[config.mk]
export PLATFORM = sky130hd
export DESIGN_NAME = sys_tick_timer
export DESIGN_NICKNAME = d
export VERILOG_FILES = /design/src/rtl/sys_tick_timer_pkg.sv /design/src/rtl/stt_prescale.sv /design/src/rtl/stt_counter.sv /design/src/rtl/stt_regs.sv /design/src/rtl/sys_tick_timer.sv
export SDC_FILE = /design/constraint.sdc
export NUM_CORES = 1
export LEC_CHECK = 0
export ABC_AREA = 1
export BUFFER_PORTS_ARGS = -buffer_cell sky130_fd_sc_hd__buf_2
export CORE_MARGIN = 1.5
export CORE_UTILIZATION = 49
export CTS_CLUSTER_SIZE = 14
export DETAILED_ROUTE_END_ITERATION = 6
export GPL_TIMING_DRIVEN = 0
export PLACE_DENSITY_LB_ADDON = 0.2
export SLEW_MARGIN = 15
export SYNTH_ARGS = -nofsm -noshare
export SYNTH_HDL_FRONTEND = slang
export SYNTH_SLANG_ARGS = --single-unit
[constraint.sdc]
create_clock -name clk -period 4 [get_ports clk]
set_clock_uncertainty 0.15 [all_clocks]
set_input_delay 0.2 -clock clk [delete_from_list [all_inputs] [get_ports clk]]
set_output_delay 0.2 -clock clk [all_outputs]
set_load 0.02 [all_outputs]
[src/rtl/sys_tick_timer_pkg.sv]
package sys_tick_timer_pkg;
  localparam int ADDR_W = 5;

  // register byte offsets
  localparam logic [ADDR_W-1:0] OFF_CMP  = 5'h00;
  localparam logic [ADDR_W-1:0] OFF_LO   = 5'h04;
  localparam logic [ADDR_W-1:0] OFF_HI   = 5'h08;
  localparam logic [ADDR_W-1:0] OFF_CTRL = 5'h0C;
  localparam logic [ADDR_W-1:0] OFF_STAT = 5'h10;
  localparam logic [ADDR_W-1:0] OFF_SHD  = 5'h1C;

  // control word layout
  localparam int CB_DIV_LO = 3;
  localparam int CODE_W    = 3;
  localparam int CB_HALT   = 9;
  localparam int CB_FREE   = 15;
  localparam logic [31:0] CTRL_MASK = 32'h0000_823F;
endpackage

[src/rtl/stt_prescale.sv]
module stt_prescale #(
  parameter int NSRC     = 3,
  parameter int CODE_W   = 3,
  parameter int MAX_CODE = 5
) (
  input  logic              clk,
  input  logic              rst,
  input  logic [NSRC-1:0]   src_tick,
  input  logic [NSRC-1:0]   src_en,
  input  logic [CODE_W-1:0] code,
  input  logic              run,
  input  logic              restart,
  output logic              adv
);
  localparam int PRE_W = 2 * MAX_CODE;
  localparam logic [CODE_W-1:0] MAX_C = CODE_W'(MAX_CODE);

  logic [PRE_W-1:0]  pcnt_q;
  logic [CODE_W-1:0] eff_code;
  logic [PRE_W:0]    span;
  logic [PRE_W:0]    lim;
  logic              sel_tick;
  logic              found;
  logic              step;
  logic              at_lim;

  // lowest-numbered enabled source wins
  always_comb begin
    sel_tick = 1'b0;
    found    = 1'b0;
    for (int i = 0; i < NSRC; i++) begin
      if (src_en[i] && !found) begin
        sel_tick = src_tick[i];
        found    = 1'b1;
      end
    end
  end

  assign eff_code = (code > MAX_C) ? MAX_C : code;
  assign span     = (PRE_W+1)'(1) << (2 * eff_code);
  assign lim      = span - (PRE_W+1)'(1);
  assign step     = run && sel_tick;
  assign at_lim   = {1'b0, pcnt_q} >= lim;
  assign adv      = step && at_lim;

  always_ff @(posedge clk) begin
    if (rst || restart) begin
      pcnt_q <= '0;
    end else if (step) begin
      if (at_lim) pcnt_q <= '0;
      else        pcnt_q <= pcnt_q + PRE_W'(1);
    end
  end
endmodule

[src/rtl/stt_counter.sv]
module stt_counter #(
  parameter int DW = 32
) (
  input  logic          clk,
  input  logic          rst,
  input  logic          adv,
  input  logic          free_mode,
  input  logic [DW-1:0] cmp,
  input  logic          wr_lo,
  input  logic          wr_hi,
  input  logic [DW-1:0] wdata,
  output logic [2*DW-1:0] cnt,
  output logic          hit
);
  localparam int CW = 2 * DW;

  logic [CW-1:0] cnt_q;

  assign hit = adv && (cnt_q[DW-1:0] == cmp);
  assign cnt = cnt_q;

  always_ff @(posedge clk) begin
    if (rst) begin
      cnt_q <= '0;
    end else if (wr_lo || wr_hi) begin
      if (wr_lo) cnt_q[DW-1:0]  <= wdata;
      if (wr_hi) cnt_q[CW-1:DW] <= wdata;
    end else if (adv) begin
      if (hit && !free_mode) cnt_q <= '0;
      else                   cnt_q <= cnt_q + CW'(1);
    end
  end
endmodule

[src/rtl/stt_regs.sv]
module stt_regs
  import sys_tick_timer_pkg::*;
#(
  parameter int DW   = 32,
  parameter int NSRC = 3
) (
  input  logic              clk,
  input  logic              rst,
  input  logic [ADDR_W-1:0] bus_addr,
  input  logic              bus_wr,
  input  logic              bus_rd,
  input  logic [DW-1:0]     bus_wdata,
  input  logic [2*DW-1:0]   cnt,
  input  logic              hit,
  output logic [DW-1:0]     bus_rdata,
  output logic              bus_rvalid,
  output logic [DW-1:0]     cmp,
  output logic [NSRC-1:0]   src_en,
  output logic [CODE_W-1:0] code,
  output logic              halt,
  output logic              free_mode,
  output logic              ctrl_wr,
  output logic              wr_lo,
  output logic              wr_hi,
  output logic              irq
);
  logic [DW-1:0] cmp_q;
  logic [DW-1:0] ctrl_q;
  logic [DW-1:0] shadow_q;
  logic          flag_q;
  logic [DW-1:0] rd_mux;

  assign ctrl_wr   = bus_wr && (bus_addr == OFF_CTRL);
  assign wr_lo     = bus_wr && (bus_addr == OFF_LO);
  assign wr_hi     = bus_wr && (bus_addr == OFF_HI);
  assign cmp       = cmp_q;
  assign src_en    = ctrl_q[NSRC-1:0];
  assign code      = ctrl_q[CB_DIV_LO +: CODE_W];
  assign halt      = ctrl_q[CB_HALT];
  assign free_mode = ctrl_q[CB_FREE];
  assign irq       = flag_q;

  always_ff @(posedge clk) begin
    if (rst) begin
      cmp_q  <= '0;
      ctrl_q <= '0;
    end else if (bus_wr) begin
      if (bus_addr == OFF_CMP) cmp_q  <= bus_wdata;
      if (ctrl_wr)             ctrl_q <= bus_wdata & DW'(CTRL_MASK);
    end
  end

  // match sets, write-one clears; a set in the same cycle wins
  always_ff @(posedge clk) begin
    if (rst)                                                     flag_q <= 1'b0;
    else if (hit)                                                flag_q <= 1'b1;
    else if (bus_wr && (bus_addr == OFF_STAT) && bus_wdata[0])   flag_q <= 1'b0;
  end

  always_comb begin
    case (bus_addr)
      OFF_CMP:  rd_mux = cmp_q;
      OFF_LO:   rd_mux = cnt[DW-1:0];
      OFF_HI:   rd_mux = cnt[2*DW-1:DW];
      OFF_CTRL: rd_mux = ctrl_q;
      OFF_STAT: rd_mux = {{(DW-1){1'b0}}, flag_q};
      OFF_SHD:  rd_mux = shadow_q;
      default:  rd_mux = '0;
    endcase
  end

  always_ff @(posedge clk) begin
    if (rst) begin
      bus_rdata  <= '0;
      bus_rvalid <= 1'b0;
      shadow_q   <= '0;
    end else begin
      bus_rvalid <= bus_rd;
      if (bus_rd) bus_rdata <= rd_mux;
      if (bus_rd && (bus_addr == OFF_LO)) shadow_q <= cnt[2*DW-1:DW];
    end
  end
endmodule

[src/rtl/sys_tick_timer.sv]
module sys_tick_timer
  import sys_tick_timer_pkg::*;
#(
  parameter int DATA_W   = 32,
  parameter int NSRC     = 3,
  parameter int MAX_CODE = 5
) (
  input  logic              clk,
  input  logic              rst,
  input  logic [ADDR_W-1:0] bus_addr,
  input  logic              bus_wr,
  input  logic              bus_rd,
  input  logic [DATA_W-1:0] bus_wdata,
  output logic [DATA_W-1:0] bus_rdata,
  output logic              bus_rvalid,
  input  logic [NSRC-1:0]   src_tick,
  input  logic              run_en,
  output logic              irq
);
  localparam int CNT_W = 2 * DATA_W;

  logic [DATA_W-1:0] cmp_q;
  logic [NSRC-1:0]   src_en;
  logic [CODE_W-1:0] code;
  logic              halt;
  logic              free_mode;
  logic              ctrl_wr;
  logic              wr_lo;
  logic              wr_hi;
  logic              adv;
  logic              hit;
  logic [CNT_W-1:0]  cnt_q;

  stt_regs #(.DW(DATA_W), .NSRC(NSRC)) u_regs (
    .clk(clk), .rst(rst), .bus_addr(bus_addr), .bus_wr(bus_wr), .bus_rd(bus_rd),
    .bus_wdata(bus_wdata), .cnt(cnt_q), .hit(hit), .bus_rdata(bus_rdata),
    .bus_rvalid(bus_rvalid), .cmp(cmp_q), .src_en(src_en), .code(code),
    .halt(halt), .free_mode(free_mode), .ctrl_wr(ctrl_wr), .wr_lo(wr_lo),
    .wr_hi(wr_hi), .irq(irq)
  );

  stt_prescale #(.NSRC(NSRC), .CODE_W(CODE_W), .MAX_CODE(MAX_CODE)) u_pre (
    .clk(clk), .rst(rst), .src_tick(src_tick), .src_en(src_en), .code(code),
    .run(run_en && !halt), .restart(ctrl_wr), .adv(adv)
  );

  stt_counter #(.DW(DATA_W)) u_cnt (
    .clk(clk), .rst(rst), .adv(adv), .free_mode(free_mode), .cmp(cmp_q),
    .wr_lo(wr_lo), .wr_hi(wr_hi), .wdata(bus_wdata), .cnt(cnt_q), .hit(hit)
  );
endmodule

# [Word level (Yosys, flattened, before mapping)]
# Index checks and enable logic that the tools add are counted.
# W data, S select, Z words.
[totals] n_memories=0 register_bits=180 mem_bits_ro=0 mem_bits_rw=0 out_inout_bits=34 inputBits=45 latch_bits=0
[op_classes] addsub=3 bitwise=0 mux=15 n_div=0 eq_ne=8 n_shift=1 reduce_logical=26 order_cmp=2 n_mul=0
[op_table] op="$mux W64" n=3
[op_table] op="$pmux W32 S6" n=1
[op_table] op="$add A64 B1 Y64 const B" n=1
[op_table] op="$mux W32" n=2
[op_table] op="$eq A32 B32 Y1" n=1
[op_table] op="$logic_and A1 B1 Y1" n=13
[op_table] op="$ge A10 B11 Y1" n=1
[op_table] op="$shl A1 B4 Y11 const A" n=1
[op_table] op="$sub A11 B1 Y11 const B" n=1
[op_table] op="$add A10 B1 Y10 const B" n=1
[op_table] op="$eq A5 B4 Y1 const B" n=2
[op_table] op="$eq A5 B5 Y1 const B" n=2
[op_table] op="$mux W10" n=1
[op_table] op="$reduce_and A2 Y1" n=4
[op_table] op="$mux W1" n=7
[op_table] op="$eq A5 B3 Y1 const B" n=1
[op_table] op="$logic_not A5 Y1" n=1
[op_table] op="$logic_not A1 Y1" n=4
[op_table] op="$ne A2 B1 Y1 const B" n=2
[op_table] op="$reduce_bool A2 Y1" n=2
[op_table] op="$gt A3 B3 Y1 const B" n=1
[op_table] op="$mux W3" n=1
[op_table] op="$logic_or A1 B1 Y1" n=2

# [Longest topological paths before layout]
[depth] depth_word=14 depth_mapped=17 mapped_depth_nobuf=16

# [Hierarchy]
# Synthesis repeated with hierarchy kept, for this count alone.
[hier_totals] cells_unflattened=1895 area_unflattened_um2=11669.9
[by_module_without_submodules] module="stt_counter" instances=1 area_per_inst_um2=5958.2 cells_per_inst=1067 seq_area_each_um2=1281.2
[by_module_without_submodules] module="stt_regs" instances=1 area_per_inst_um2=4789.6 cells_per_inst=687 seq_area_each_um2=2122.0
[by_module_without_submodules] module="stt_prescale" instances=1 area_per_inst_um2=912.1 cells_per_inst=139 seq_area_each_um2=200.2
[by_module_without_submodules] module="sys_tick_timer" instances=1 area_per_inst_um2=10.0 cells_per_inst=2 seq_area_each_um2=0.0

# [Least setup slack after synthesis]
# Ideal clock, no wire load.
[synth_timing] kind="flip-flop to flip-flop" startpoint="reg u_regs.ctrl_q[5]" endpoint="reg u_cnt.cnt_q[2], in the netlist u_cnt.cnt[2]" arrival_time_ns=2.013 path_stages_with_launch=14 path_buffers=2 path_slack_ns=1.718 setup_ns=0.119 cell_sequence="dfxtp_1 > clkbuf_1 > inv_1 > ha_1 > nand2_1 > nor2_1 > nand2_1 > nor2_1 > nor2_1 > a21oi_1 > nand3_2 > clkbuf_1 > nand3_1 > a21oi_1"
[synth_via] elab_chain_len=11 elab_cells_between_ends=13 classes_between="add/sub: 1; order compare: 2; shift: 1; mux: 4; reduce/logical: 5"
[synth_lines] element="start, declared" line="stt_regs.sv:28" text="logic [DW-1:0] ctrl_q;"
[synth_lines] element="start signal, assigned" line="stt_regs.sv:49" text="if (ctrl_wr) ctrl_q <= bus_wdata & DW'(CTRL_MASK);"
[synth_lines] element="$gt A3 B3 Y1" line="stt_prescale.sv:39" text="assign eff_code = (code > MAX_C) ? MAX_C : code;"
[synth_lines] element="$mux W3 (*)" line="stt_prescale.sv:39"
[synth_lines] element="$shl A1 B4 Y11 (*)" line="stt_prescale.sv:40" text="assign span = (PRE_W+1)'(1) << (2 * eff_code);"
[synth_lines] element="$sub A11 B1 Y11 (*)" line="stt_prescale.sv:41" text="assign lim = span - (PRE_W+1)'(1);"
[synth_lines] element="$ge A10 B11 Y1 (*)" line="stt_prescale.sv:43" text="assign at_lim = {1'b0, pcnt_q} >= lim;"
[synth_lines] element="$logic_and A1 B1 Y1 (*)" line="stt_prescale.sv:44" text="assign adv = step && at_lim;"
[synth_lines] element="$logic_and A1 B1 Y1" line="stt_counter.sv:19" text="assign hit = adv && (cnt_q[DW-1:0] == cmp);"
[synth_lines] element="$logic_and A1 B1 Y1" line="stt_counter.sv:29" text="if (hit && !free_mode) cnt_q <= '0;"
[synth_lines] element="$mux W64" line="stt_counter.sv:29"
[synth_lines] element="$mux W64" line="stt_counter.sv:28" text="end else if (adv) begin"
[synth_lines] element="$mux W64" line="stt_counter.sv:25" text="end else if (wr_lo || wr_hi) begin"
[synth_lines] element="end signal, assigned by index" line="stt_counter.sv:26" text="if (wr_lo) cnt_q[DW-1:0] <= wdata;"
[synth_lines] element="end signal, assigned by index" line="stt_counter.sv:27" text="if (wr_hi) cnt_q[CW-1:DW] <= wdata;"
[synth_lines] element="end signal, assigned" line="stt_counter.sv:30" text="else cnt_q <= cnt_q + CW'(1);"
[synth_lines] element="end, declared" line="stt_counter.sv:17" text="logic [CW-1:0] cnt_q;"
# Every way passes the cells marked *; elsewhere a longest branch is shown, timed or not. The select of a mux whose other input is x is not followed.
# A chain may end at the register's enable or synchronous reset.

# [Worst setup path after layout]
[layout_timing] startpoint="reg u_regs.ctrl_q[5]" endpoint="reg u_cnt.cnt_q[19], in the netlist u_cnt.cnt[19]"
# Same word-level chain as after synthesis.

==> flow_summary.yaml <==
die:
  start_util_pct: 50.3
  die_area_um2: 22500
  core_um2: 21100
  die_h_um: 150
  die_x_um: 150
  rows: 53
  ioPinCount: 79
detailed_routing:
  detail_route.iter0.violations: 1207
  num_vias: 12000
  viasPerCell: 5.65
  first_pass_iters: 7
  drcViolationCount: 0
  wl_per_cell_um: 19.2
  antenna_left: 0
  wirelength_mm: 40.8
worst_setup_path:
  crit_slowest_cell: "clkbuf_1"
  path_cells: "clkbuf_1, inv_1, ha_1, inv_1, nor2_1, nand2_1, nor2_1, nor2_1, a21oi_1, nand3_2, clkbuf_1, nand3_1, a21oi_1"
  path_depth: 13
  cpMostUsedCell: "nor2_1"
  cp_data_required_time_ps: 4180
  cp.arrival_ps: 3300
  path_class: "reg2reg"
  reg2regPathDepth: 13
  end_kind: "flop"
  startpoint_type: "flop"
  max_stage_delay_ps: 400
  cpLargestDelayFamily: "simple AND/OR/NAND/NOR gates"
  path_buf_inv: 4
  cp_max_fo: 10
power_and_ir_drop:
  power.density_nw_per_um2: 319
  comb_power_share_pct: 8.2
  clkPwrFrac_pct: 44.1
  power_mw: 3.89
  p_leak_nw: 5.06
  power_frac_seq_pct: 47.7
  p_switching_mw: 1.04
  swShare_pct: 26.7
  p_int_mw: 2.85
  ir_drop_mv: 0.287
placement:
  hpwl_mm: 31.4
  port_buffers: 78
  dp.cells: 2058
  place_congestion: 1.03
worst_hold_path:
  min_path_cells: 5
  hold_class: "in2reg"
sta:
  slew_headroom_pct: 34.6
  tns_ps: 0
  max_freq_mhz: 320
  rsz0062_at_grt: "no"
  period_share_pct: 78.1
  drv_slew: 0
  setup_viol: 0
  period_minus_slack_ps: 3120
  tightest_slew_ps: 977
  whs_ps: 38.5
  hold_viol: 0
layout:
  multi_input_area_um2: 5900
  drive_gt1_share_pct: 7.48
  area_delta_synth_final_pct: 15.4
  antennaDiodeCount: 0
  final_core_util_pct: 58.0
  regArea_um2: 3600
  fill_cells: 2140
  fin_cells: 2120
  layout.nets: 1891
grt:
  antenna_found_initial: 1
  grt_usage_pct: 37.0
  grt_first_pass_wirelength_mm: 61.9
  grt_max_degree: 17
  grt-ovfl-total: 0
  grt_pass1_vias: 10900
clock_network:
  path_clk_slew_ps: 70
  clkLatencyLatePin_ps: 440
  post_cts_buffers: 0
  clock_path_buffers: 2
  ctsResizeCount: 0
  hold_buffers: 32
  h-tree-depth: 4
  cts_root_buf: "clkbuf_16"
  cts_tree: "done"
  cts_buffers: 17
  clock-sinks: 180
yosys:
  synthArstFlopShare_pct: 0
  synth_warnings: 0
  avgSynthCellArea_um2: 6.22
  yosysSeqAreaShare_pct: 34.0
  syn-cell-area_um2: 10600
  synth_edf_count: 0
  synthFlopType: "dfxtp_1"
  postSynthNetCount: 1762
  syn_inst: 1705
  synth_cell_types: 34
  ys_ff_latch: 180
status:
  status: "finished clean"
job:
  drv_cap: 0
-- cell type report --
type,instances,share of cell area [%]
Multi-Input combinational cell,1249,48.3
Tap cell,275,2.81
Timing Repair Buffer,110,5.81
Inverter,196,6.04
Clock inverter,13,1.21
Clock buffer,17,3.48
Buffer,80,2.93
Sequential cell,180,29.5
-- power groups by stage --
stage                     Sequential [mW]  Clock (mW)  Combinational [mW]
after floorplan                      1.88           0               0.173
after global placement               1.90           0               0.279
after detailed placement             1.90           0               0.283
after CTS                            1.85        1.72               0.309
after global routing                 1.86        1.80               0.347
final                                1.86        1.72               0.319
-- worst paths after layout --
path / to / slack [ps] / from
max: u_cnt.cnt[19] / 880 / u_regs.ctrl_q[5]
min: u_regs.irq / 40 / bus_addr[0]
max reg2reg: u_cnt.cnt[19] / 880 / u_regs.ctrl_q[5]
min reg2reg: u_regs.shadow_q[23] / 300 / u_regs.shadow_q[23]
-- kinds of logic after synthesis --
family	count (synthesis)	share of synthesized area (%)
buf+inv	276	10.3
compound gates	409	19.9
fa+ha+maj	12	1.42
xor+xnor	66	5.45
simple gates	762	28.9
flops	180	34.0
-- layer usage --
layer / share of wire, % / up-vias / track usage [%] / routed length [um]
met2: 44 / 608 / 58.0 / 18100
met4: 2.8 / 2 / 13.0 / 1160
li1: - / 5725 / - / -
met1: 43 / 5557 / 50.2 / 17500
met5: 0.027 / - / 0 / 11
met3: 9.7 / 95 / 7.38 / 3980
-- cell usage after synthesis (all sizes together) (12+ instances only) --
cell type | count | area (um2)
ha | 12 | 150
a21oi | 177 | 886
nor2 | 274 | 1040
o21ai | 190 | 951
nor3 | 12 | 71.3
xor2 | 63 | 552
clkbuf | 58 | 218
nand3 | 98 | 500
inv | 193 | 724
dfxtp | 180 | 3600
buf | 22 | 140
nand2 | 369 | 1390
o22ai | 33 | 206
-- registers in the layout, indices dropped and copies added, names as in the netlist --
signal / flops
u_cnt.cnt: 64
u_regs.bus_rdata: 32
u_regs.cmp: 32
u_regs.shadow_q: 32
u_pre.pcnt_q: 10
u_regs.ctrl_q: 8
u_regs.bus_rvalid: 1
u_regs.irq: 1
-- tightest hold or removal path, stage by stage --
cell	delay [ps]
buf_2	90
nor2_2	50
nand4_1	50
o21ai_0	70
a21oi_1	130
-- per-stage QoR --
step	worst slack (ps)	area (um2)
after floorplan	1720	10600
after global placement	1020	11300
final	875	12200
after detailed placement	1020	11300
after CTS	1000	12200
after global routing	683	12200
-- cells in the final DEF (no fill, tap or decap), types with 5 or more instances in the layout --
cell / n
clkbuf_1: 58
clkbuf_16: 17
nor3_1: 11
buf_1: 6
xor2_1: 63
dfxtp_1: 180
dlygate4sd3_1: 32
inv_1: 191
o21ai_0: 190
inv_6: 5
nor2_1: 270
buf_6: 6
a21oi_1: 177
nand3_1: 96
o22ai_1: 33
buf_2: 88
ha_1: 12
nand2_1: 366
(Power assumes the default switching activity.)
